### src/rtl/pfq_pkg.sv
package pfq_pkg;

    localparam int SEG_W = 16;
    localparam int OFS_W = 16;
    localparam int PA_W  = 20;

    // Memory-side controller states
    typedef enum logic [1:0] {
        FS_IDLE,
        FS_FETCH,
        FS_DISCARD
    } fetch_state_t;

    // Physical byte address: segment shifted by four plus the offset, modulo 2^20
    function automatic logic [PA_W-1:0] seg_to_phys(input logic [SEG_W-1:0] seg,
                                                     input logic [OFS_W-1:0] ofs);
        return {seg, 4'h0} + PA_W'(ofs);
    endfunction

endpackage

### src/rtl/pfq_fetch_ctl.sv
module pfq_fetch_ctl
    import pfq_pkg::*;
(
    input  logic clk,
    input  logic rst_n,
    input  logic flush,
    input  logic room,
    input  logic bus_ack,
    output logic bus_req,
    output logic launch,
    output logic accept
);

    fetch_state_t state_q, state_d;

    // Next-state logic
    always_comb begin
        state_d = state_q;
        unique case (state_q)
            FS_IDLE: begin
                if (!flush && room)
                    state_d = FS_FETCH;
            end
            FS_FETCH: begin
                if (bus_ack)
                    state_d = FS_IDLE;
                else if (flush)
                    state_d = FS_DISCARD;
            end
            FS_DISCARD: begin
                if (bus_ack)
                    state_d = FS_IDLE;
            end
            default: state_d = FS_IDLE;
        endcase
    end

    // State register
    always_ff @(posedge clk) begin
        if (!rst_n)
            state_q <= FS_IDLE;
        else
            state_q <= state_d;
    end

    // Outputs
    always_comb begin
        bus_req = 1'b0;
        launch  = 1'b0;
        accept  = 1'b0;
        unique case (state_q)
            FS_IDLE:    launch  = !flush && room;
            FS_FETCH: begin
                bus_req = 1'b1;
                accept  = bus_ack && !flush;
            end
            FS_DISCARD: bus_req = 1'b1;
            default: ;
        endcase
    end

    // a raised request is not withdrawn before its acknowledge
    a_r2_req_held: assert property (@(posedge clk) disable iff (!rst_n)
        (bus_req && !bus_ack) |=> bus_req);

    // a request open during a flush never delivers data
    a_r6_stale_dropped: assert property (@(posedge clk) disable iff (!rst_n)
        (bus_req && !bus_ack && flush) |=> !accept);

endmodule

### src/rtl/pfq_fetch_ptr.sv
module pfq_fetch_ptr
    import pfq_pkg::*;
(
    input  logic             clk,
    input  logic             rst_n,
    input  logic [SEG_W-1:0] code_seg,
    input  logic             flush,
    input  logic [OFS_W-1:0] flush_ofs,
    input  logic             launch,
    input  logic             accept,
    input  logic             bus_req,
    input  logic             bus_ack,
    output logic [PA_W-1:0]  bus_addr,
    output logic             odd
);

    logic [OFS_W-1:0] ofs_q;
    logic [PA_W-1:0]  addr_q;

    // Fetch offset: reload on flush, advance by the bytes kept on a completed fetch
    always_ff @(posedge clk) begin
        if (!rst_n)
            ofs_q <= '0;
        else if (flush)
            ofs_q <= flush_ofs;
        else if (accept)
            ofs_q <= ofs_q + (ofs_q[0] ? OFS_W'(1) : OFS_W'(2));
    end

    // Address captured when a fetch starts, held for the whole transfer
    always_ff @(posedge clk) begin
        if (!rst_n)
            addr_q <= '0;
        else if (launch)
            addr_q <= seg_to_phys(code_seg, ofs_q);
    end

    assign bus_addr = addr_q;
    assign odd      = ofs_q[0];

    // address stable across a waiting request
    a_r2_addr_stable: assert property (@(posedge clk) disable iff (!rst_n)
        (bus_req && !bus_ack) |=> $stable(bus_addr));

    // a flush loads the supplied offset
    a_r6_ofs_load: assert property (@(posedge clk) disable iff (!rst_n)
        flush |=> (ofs_q == $past(flush_ofs)));

    // the offset wraps inside the segment
    a_r8_wrap: assert property (@(posedge clk) disable iff (!rst_n)
        (accept && !flush && ofs_q == {OFS_W{1'b1}}) |=> (ofs_q == '0));

endmodule

### src/rtl/pfq_byte_ring.sv
module pfq_byte_ring #(
    parameter int DEPTH = 6
) (
    input  logic       clk,
    input  logic       rst_n,
    input  logic       flush,
    input  logic [1:0] wr_n,
    input  logic [7:0] wr_b0,
    input  logic [7:0] wr_b1,
    input  logic       pop,
    output logic [7:0] rd_byte,
    output logic       has_data,
    output logic       room
);

    localparam int PW = (DEPTH > 1) ? $clog2(DEPTH) : 1;
    localparam int CW = $clog2(DEPTH + 1);
    localparam logic [CW-1:0] ROOM_MAX = CW'(DEPTH - 2);
    localparam logic [CW-1:0] FULL_CNT = CW'(DEPTH);

    logic [7:0]    slot_q [DEPTH];
    logic [PW-1:0] rd_q, wr_q, wr_nx;
    logic [CW-1:0] count_q;

    function automatic logic [PW-1:0] bump(input logic [PW-1:0] p);
        return (p == PW'(DEPTH - 1)) ? '0 : p + 1'b1;
    endfunction

    assign wr_nx = bump(wr_q);

    // Byte storage: one or two slots written per completed fetch
    always_ff @(posedge clk) begin
        for (int i = 0; i < DEPTH; i++) begin
            if (wr_n != 2'd0 && wr_q == PW'(i))
                slot_q[i] <= wr_b0;
            else if (wr_n == 2'd2 && wr_nx == PW'(i))
                slot_q[i] <= wr_b1;
        end
    end

    // Pointers and fill level
    always_ff @(posedge clk) begin
        if (!rst_n || flush) begin
            rd_q    <= '0;
            wr_q    <= '0;
            count_q <= '0;
        end else begin
            if (pop)
                rd_q <= bump(rd_q);
            if (wr_n == 2'd1)
                wr_q <= wr_nx;
            else if (wr_n == 2'd2)
                wr_q <= bump(wr_nx);
            count_q <= count_q + CW'(wr_n) - CW'(pop);
        end
    end

    assign rd_byte  = slot_q[rd_q];
    assign has_data = (count_q != '0);
    assign room     = (count_q <= ROOM_MAX);

    // fill level never exceeds capacity
    a_r3_capacity: assert property (@(posedge clk) disable iff (!rst_n)
        count_q <= FULL_CNT);

    // a write always fits in the space reserved when its fetch started
    a_r3_write_fits: assert property (@(posedge clk) disable iff (!rst_n)
        (wr_n != 2'd0 && !flush) |-> ((CW + 1)'(count_q) + (CW + 1)'(wr_n) <= (CW + 1)'(DEPTH)));

    // a flush empties the store
    a_r6_flush_empty: assert property (@(posedge clk) disable iff (!rst_n)
        flush |=> !has_data);

endmodule

### src/rtl/prefetch_queue.sv
module prefetch_queue
    import pfq_pkg::*;
#(
    parameter int DEPTH = 6
) (
    input  logic        clk,
    input  logic        rst_n,
    input  logic [15:0] code_seg,
    input  logic        flush,
    input  logic [15:0] flush_ofs,
    output logic        bus_req,
    output logic [19:0] bus_addr,
    input  logic        bus_ack,
    input  logic [15:0] bus_rdata,
    output logic        out_valid,
    output logic [7:0]  out_byte,
    input  logic        out_ready
);

    logic       room;
    logic       launch;
    logic       accept;
    logic       odd;
    logic       pop;
    logic [1:0] wr_n;
    logic [7:0] wr_b0;

    pfq_fetch_ctl u_ctl (
        .clk     (clk),
        .rst_n   (rst_n),
        .flush   (flush),
        .room    (room),
        .bus_ack (bus_ack),
        .bus_req (bus_req),
        .launch  (launch),
        .accept  (accept)
    );

    pfq_fetch_ptr u_ptr (
        .clk       (clk),
        .rst_n     (rst_n),
        .code_seg  (code_seg),
        .flush     (flush),
        .flush_ofs (flush_ofs),
        .launch    (launch),
        .accept    (accept),
        .bus_req   (bus_req),
        .bus_ack   (bus_ack),
        .bus_addr  (bus_addr),
        .odd       (odd)
    );

    // Odd fetch keeps only the upper byte; even fetch keeps both, low first
    always_comb begin
        wr_n  = 2'd0;
        wr_b0 = bus_rdata[7:0];
        if (accept) begin
            if (odd) begin
                wr_n  = 2'd1;
                wr_b0 = bus_rdata[15:8];
            end else begin
                wr_n  = 2'd2;
            end
        end
    end

    assign pop = out_valid && out_ready;

    pfq_byte_ring #(.DEPTH(DEPTH)) u_ring (
        .clk      (clk),
        .rst_n    (rst_n),
        .flush    (flush),
        .wr_n     (wr_n),
        .wr_b0    (wr_b0),
        .wr_b1    (bus_rdata[15:8]),
        .pop      (pop),
        .rd_byte  (out_byte),
        .has_data (out_valid),
        .room     (room)
    );

    // a byte that is not taken stays at the output
    a_r7_hold: assert property (@(posedge clk) disable iff (!rst_n)
        (out_valid && !out_ready && !flush) |=> (out_valid && $stable(out_byte)));

endmodule

### config.mk
export PLATFORM = sky130hd
export DESIGN_NAME = prefetch_queue
export DESIGN_NICKNAME = d
export VERILOG_FILES = /design/src/rtl/pfq_pkg.sv /design/src/rtl/pfq_fetch_ctl.sv /design/src/rtl/pfq_fetch_ptr.sv /design/src/rtl/pfq_byte_ring.sv /design/src/rtl/prefetch_queue.sv
export SDC_FILE = /design/constraint.sdc
export NUM_CORES = 1
export LEC_CHECK = 0
export CORE_MARGIN = 2
export CORE_UTILIZATION = 35
export CTS_BUF_LIST = sky130_fd_sc_hd__clkbuf_8
export CTS_CLUSTER_DIAMETER = 200
export DETAILED_ROUTE_END_ITERATION = 10
export DONT_BUFFER_PORTS = 1
export GPL_TIMING_DRIVEN = 0
export PLACE_DENSITY = 0.54
export RECOVER_POWER = 25
export SYNTH_ARGS = -nofsm -noshare
export SYNTH_HDL_FRONTEND = slang
export SYNTH_SLANG_ARGS = --single-unit
### constraint.sdc
create_clock -name clk -period 4.05 [get_ports clk]
set_input_delay 0.405 -clock clk [delete_from_list [all_inputs] [get_ports clk]]
set_output_delay 0.405 -clock clk [all_outputs]
set_load 0.05 [all_outputs]
==> results.md <==
- Run status: finished clean
- Clock latency reported for the late side of the worst-skew pair: 0.39 ns
- Slowest Stage Delay on Critical Path: 0.74 ns
- Total setup buffers inserted after CTS: 0
- Cell Chain, Critical Path: clkbuf_1, clkbuf_1, and2_1, ha_1, clkbuf_1, inv_1, nand2_1, ha_1, nor2b_1, o21ai_1, mux2_2
- Post-synth EDFFs: 48
- Most used standard cell by instance count after synthesis: sky130_fd_sc_hd__a21oi_1
- Cell accounting for the most synthesized area: sky130_fd_sc_hd__edfxtp_1
- First-pass iteration count of the detailed router: 4
- WL/cell: 18.1 um
- DIE HEIGHT: 128 um
- Number of nets at the end of the flow: 614
- Portion of synthesized cell area occupied by the leading cell type: 0.267
- Final clock period utilization by the worst path: 0.873
- Data arrival at the endpoint of the critical path: 3.68 ns
- Starting DRC count in detailed routing: 177
- Async set-or-reset flop fraction in the synthesized netlist: 0
- Static leakage power: 2.02 nW
- Number of vias per cell: 5.34
- Average size of a mapped cell: 10.3 um^2
- Highest achievable clock rate: 283 MHz
- Antenna-violating nets left: 0
- Number of cells upsized or downsized after cts: 0
- Via count of the routed design: 3907
- Uppermost layer routed: met4
- Critical path depth: 11
- Worst setup path class: flop to flop
- Number of pins exceeding their max-slew limit in the final report: 0
- Aggregate global routing overflow: 0
- Sum of routed wire segments on met1: 5530 um
- Total power divided by cell area: 359 nW/um^2
- Final HPWL DP: 9680 um
- Leading cell types by count after synthesis: 53 x sky130_fd_sc_hd__a21oi_1, 50 x sky130_fd_sc_hd__dfxtp_1, 50 x sky130_fd_sc_hd__nand2_1, 50 x sky130_fd_sc_hd__nor2_1
- Width of the die: 128 um
- Number of antenna violations at the first check in global routing: 0
- Transition time at the pin with the least slew margin: 1.06 ns
- Die Footprint: 16400 um^2
- # Max-Cap Violations: 0
- Vias in the first global route: 4010
- Starting density of the core: 0.357
- Synthesized cell area: 5400 um^2
- Clock transition at path regs: 0.10 ns
- Highest fanout seen on the critical path: 10
- Final hold vios: 0
- VDD IR-drop max: 0.153 mV
- Depth of the worst register-to-register path: 11
- Antenna Diode Count: 0
- Number of H-tree levels: 3
- Setup tns final: 0 ns
- Required time of the worst setup path: 4.19 ns
- I/O pin total: 83
- Synth unique cells: 57
- Final Power: 0.00209 W
- Share of synthesized area occupied by flip-flops and latches: 0.452
- Routed WL: 13200 um
- Syn_nets: 602
- Combined global-route utilization of all metal layers: 0.167
- Element type at the critical path end: flop
- Time the worst path needs with I/O delays and setup: 3.54 ns
- Headroom to the max-slew limit: 0.295
- Share of cells above drive strength 1: 0.166
- Total of flip-flops plus latches after synthesis: 98
- Input/output buffers: 0
- Most used flip-flop cell after synthesis: sky130_fd_sc_hd__dfxtp_1
- Global-route wire length before repair: 21100 um
- Fill cell count: 1501
- Setup skew after layout: 0.0191 ns
- Synthesis-to-layout area growth: 7.90%
- Setup Viol. Count Final: 0
- Type of the most critical hold path: primary input to flop
- Number of standard cells after synthesis: 526
- CP max stage cell: sky130_fd_sc_hd__o21ai_1
- Count of clock tree sinks: 98
- Global placement routability congestion: 0.788
- Bufs on Longest Clock Path: 2
- Length of routed met3 wiring: 963 um
- Number of instances on the worst hold path: 2
- Dominant cell type by count on the critical path: sky130_fd_sc_hd__clkbuf_1
- Clock tree from TritonCTS: built
- CP startpoint kind: flop
- Pin count of the biggest net entering global routing: 19
- Unrepaired setup endpoints after global routing: false
- Number of buffers created by CTS: 9
- Buffering stage count on the worst path with inverters included: 4
- Wire length on met2: 6450 um
- Top delay family on crit path: buffers and inverters
- Number of cell rows: 45
- Area of the core: 15100 um^2
- DRC violations left: 0
- Clock tree root buffer cell: sky130_fd_sc_hd__clkbuf_8
- Number of hold-repair buffers added at the cts stage: 0
- Area contributors post-synth: sky130_fd_sc_hd__edfxtp_1 27%, sky130_fd_sc_hd__dfxtp_1 19%, sky130_fd_sc_hd__mux2_2 10%, sky130_fd_sc_hd__a21oi_1 4.9%, sky130_fd_sc_hd__ha_1 4.9%
- Number of warnings issued by yosys: 0
-- layout make-up --
class                           instances  area (um^2)  area share
Buffer                                 27          105      0.0180
Clock buffer                            9          124      0.0213
Clock inverter                          7         57.6     0.00988
Inverter                               17         63.8      0.0109
Multi-Input combinational cell        384         2790       0.479
Sequential cell                        98         2440       0.419
Tap cell                              188          235      0.0404
Timing Repair Buffer                    1         7.51     0.00129
-- power breakdown --
group          internal (W)  leakage, nW  switching, W  total [W]
Sequential          0.00108        0.843     0.0000998    0.00118
Clock              0.000234       0.0900      0.000383   0.000617
Combinational      0.000119         1.08      0.000177   0.000296
Total               0.00143         2.02      0.000660    0.00209
-- state kept, by name (all words and copies together) (netlist names), named ones only --
signal and count:
u_ring.slot_q 48, u_ptr.bus_addr 20, u_ptr.ofs_q 16, u_ring.count_q 3
u_ring.rd_q 3, u_ring.wr_q 3, u_ctl.state_q 2
-- placed cells by master, fill, tap and decap left out, types with 6 or more instances in the layout --
cell type / netlist / layout
sky130_fd_sc_hd__mux2i_1: 10 / 10
sky130_fd_sc_hd__inv_1: 17 / 17
sky130_fd_sc_hd__a211oi_1: 13 / 13
sky130_fd_sc_hd__xor2_1: 12 / 12
sky130_fd_sc_hd__clkbuf_8: 0 / 9
sky130_fd_sc_hd__nand2_1: 50 / 50
sky130_fd_sc_hd__o21ai_0: 8 / 8
sky130_fd_sc_hd__dfxtp_1: 50 / 50
sky130_fd_sc_hd__ha_1: 21 / 21
sky130_fd_sc_hd__nor2b_1: 6 / 6
sky130_fd_sc_hd__edfxtp_1: 48 / 48
sky130_fd_sc_hd__a21oi_1: 53 / 53
sky130_fd_sc_hd__nor2_1: 50 / 51
sky130_fd_sc_hd__mux4_2: 8 / 8
sky130_fd_sc_hd__o211ai_1: 6 / 6
sky130_fd_sc_hd__mux2_2: 48 / 48
sky130_fd_sc_hd__clkbuf_1: 18 / 22
sky130_fd_sc_hd__nand3_1: 14 / 14
sky130_fd_sc_hd__nor3_1: 9 / 7
sky130_fd_sc_hd__and3_1: 8 / 8
sky130_fd_sc_hd__xnor2_1: 15 / 15
-- metrics by stage --
step / std cells / setup slack [ns] / cell area [um^2] / util / hold slack, ns
floorplan: 526 / 1.23 / 5400 / - / 0.464
detailed placement: 715 / 0.568 / 5650 / 0.373 / 0.496
global placement: 714 / 0.628 / 5640 / 0.372 / 0.483
CTS: 731 / 0.547 / 5830 / 0.385 / 0.141
global route: 731 / 0.320 / 5830 / 0.385 / 0.151
finish: 731 / 0.514 / 5830 / 0.385 / 0.162
-- metal layers --
layer / GRT usage / vias to the layer above
met4: 0.0608 / 0
li1: - / 1928
met1: 0.190 / 1869
met5: 0 / -
met3: 0.0614 / 16
met2: 0.289 / 94
-- path summary, 6_finish.rpt --
path                                startpoint                   to  slack [ns]
worst max-delay path            u_ring.wr_q[0]  u_ring.slot_q[3][1]        0.51
worst min-delay path              flush_ofs[2]       u_ptr.ofs_q[2]        0.16
worst max register to register  u_ring.wr_q[0]  u_ring.slot_q[3][1]        0.51
worst min register to register  u_ptr.ofs_q[2]    u_ptr.bus_addr[2]        0.50
-- cells by family after synthesis --
family / synth area share
simple gates: 0.136
buf+inv: 0.0322
compound gates: 0.128
flops: 0.452
fa+ha+maj: 0.0561
mux: 0.152
xor+xnor: 0.0438
Power figures use the tool's default switching activity.
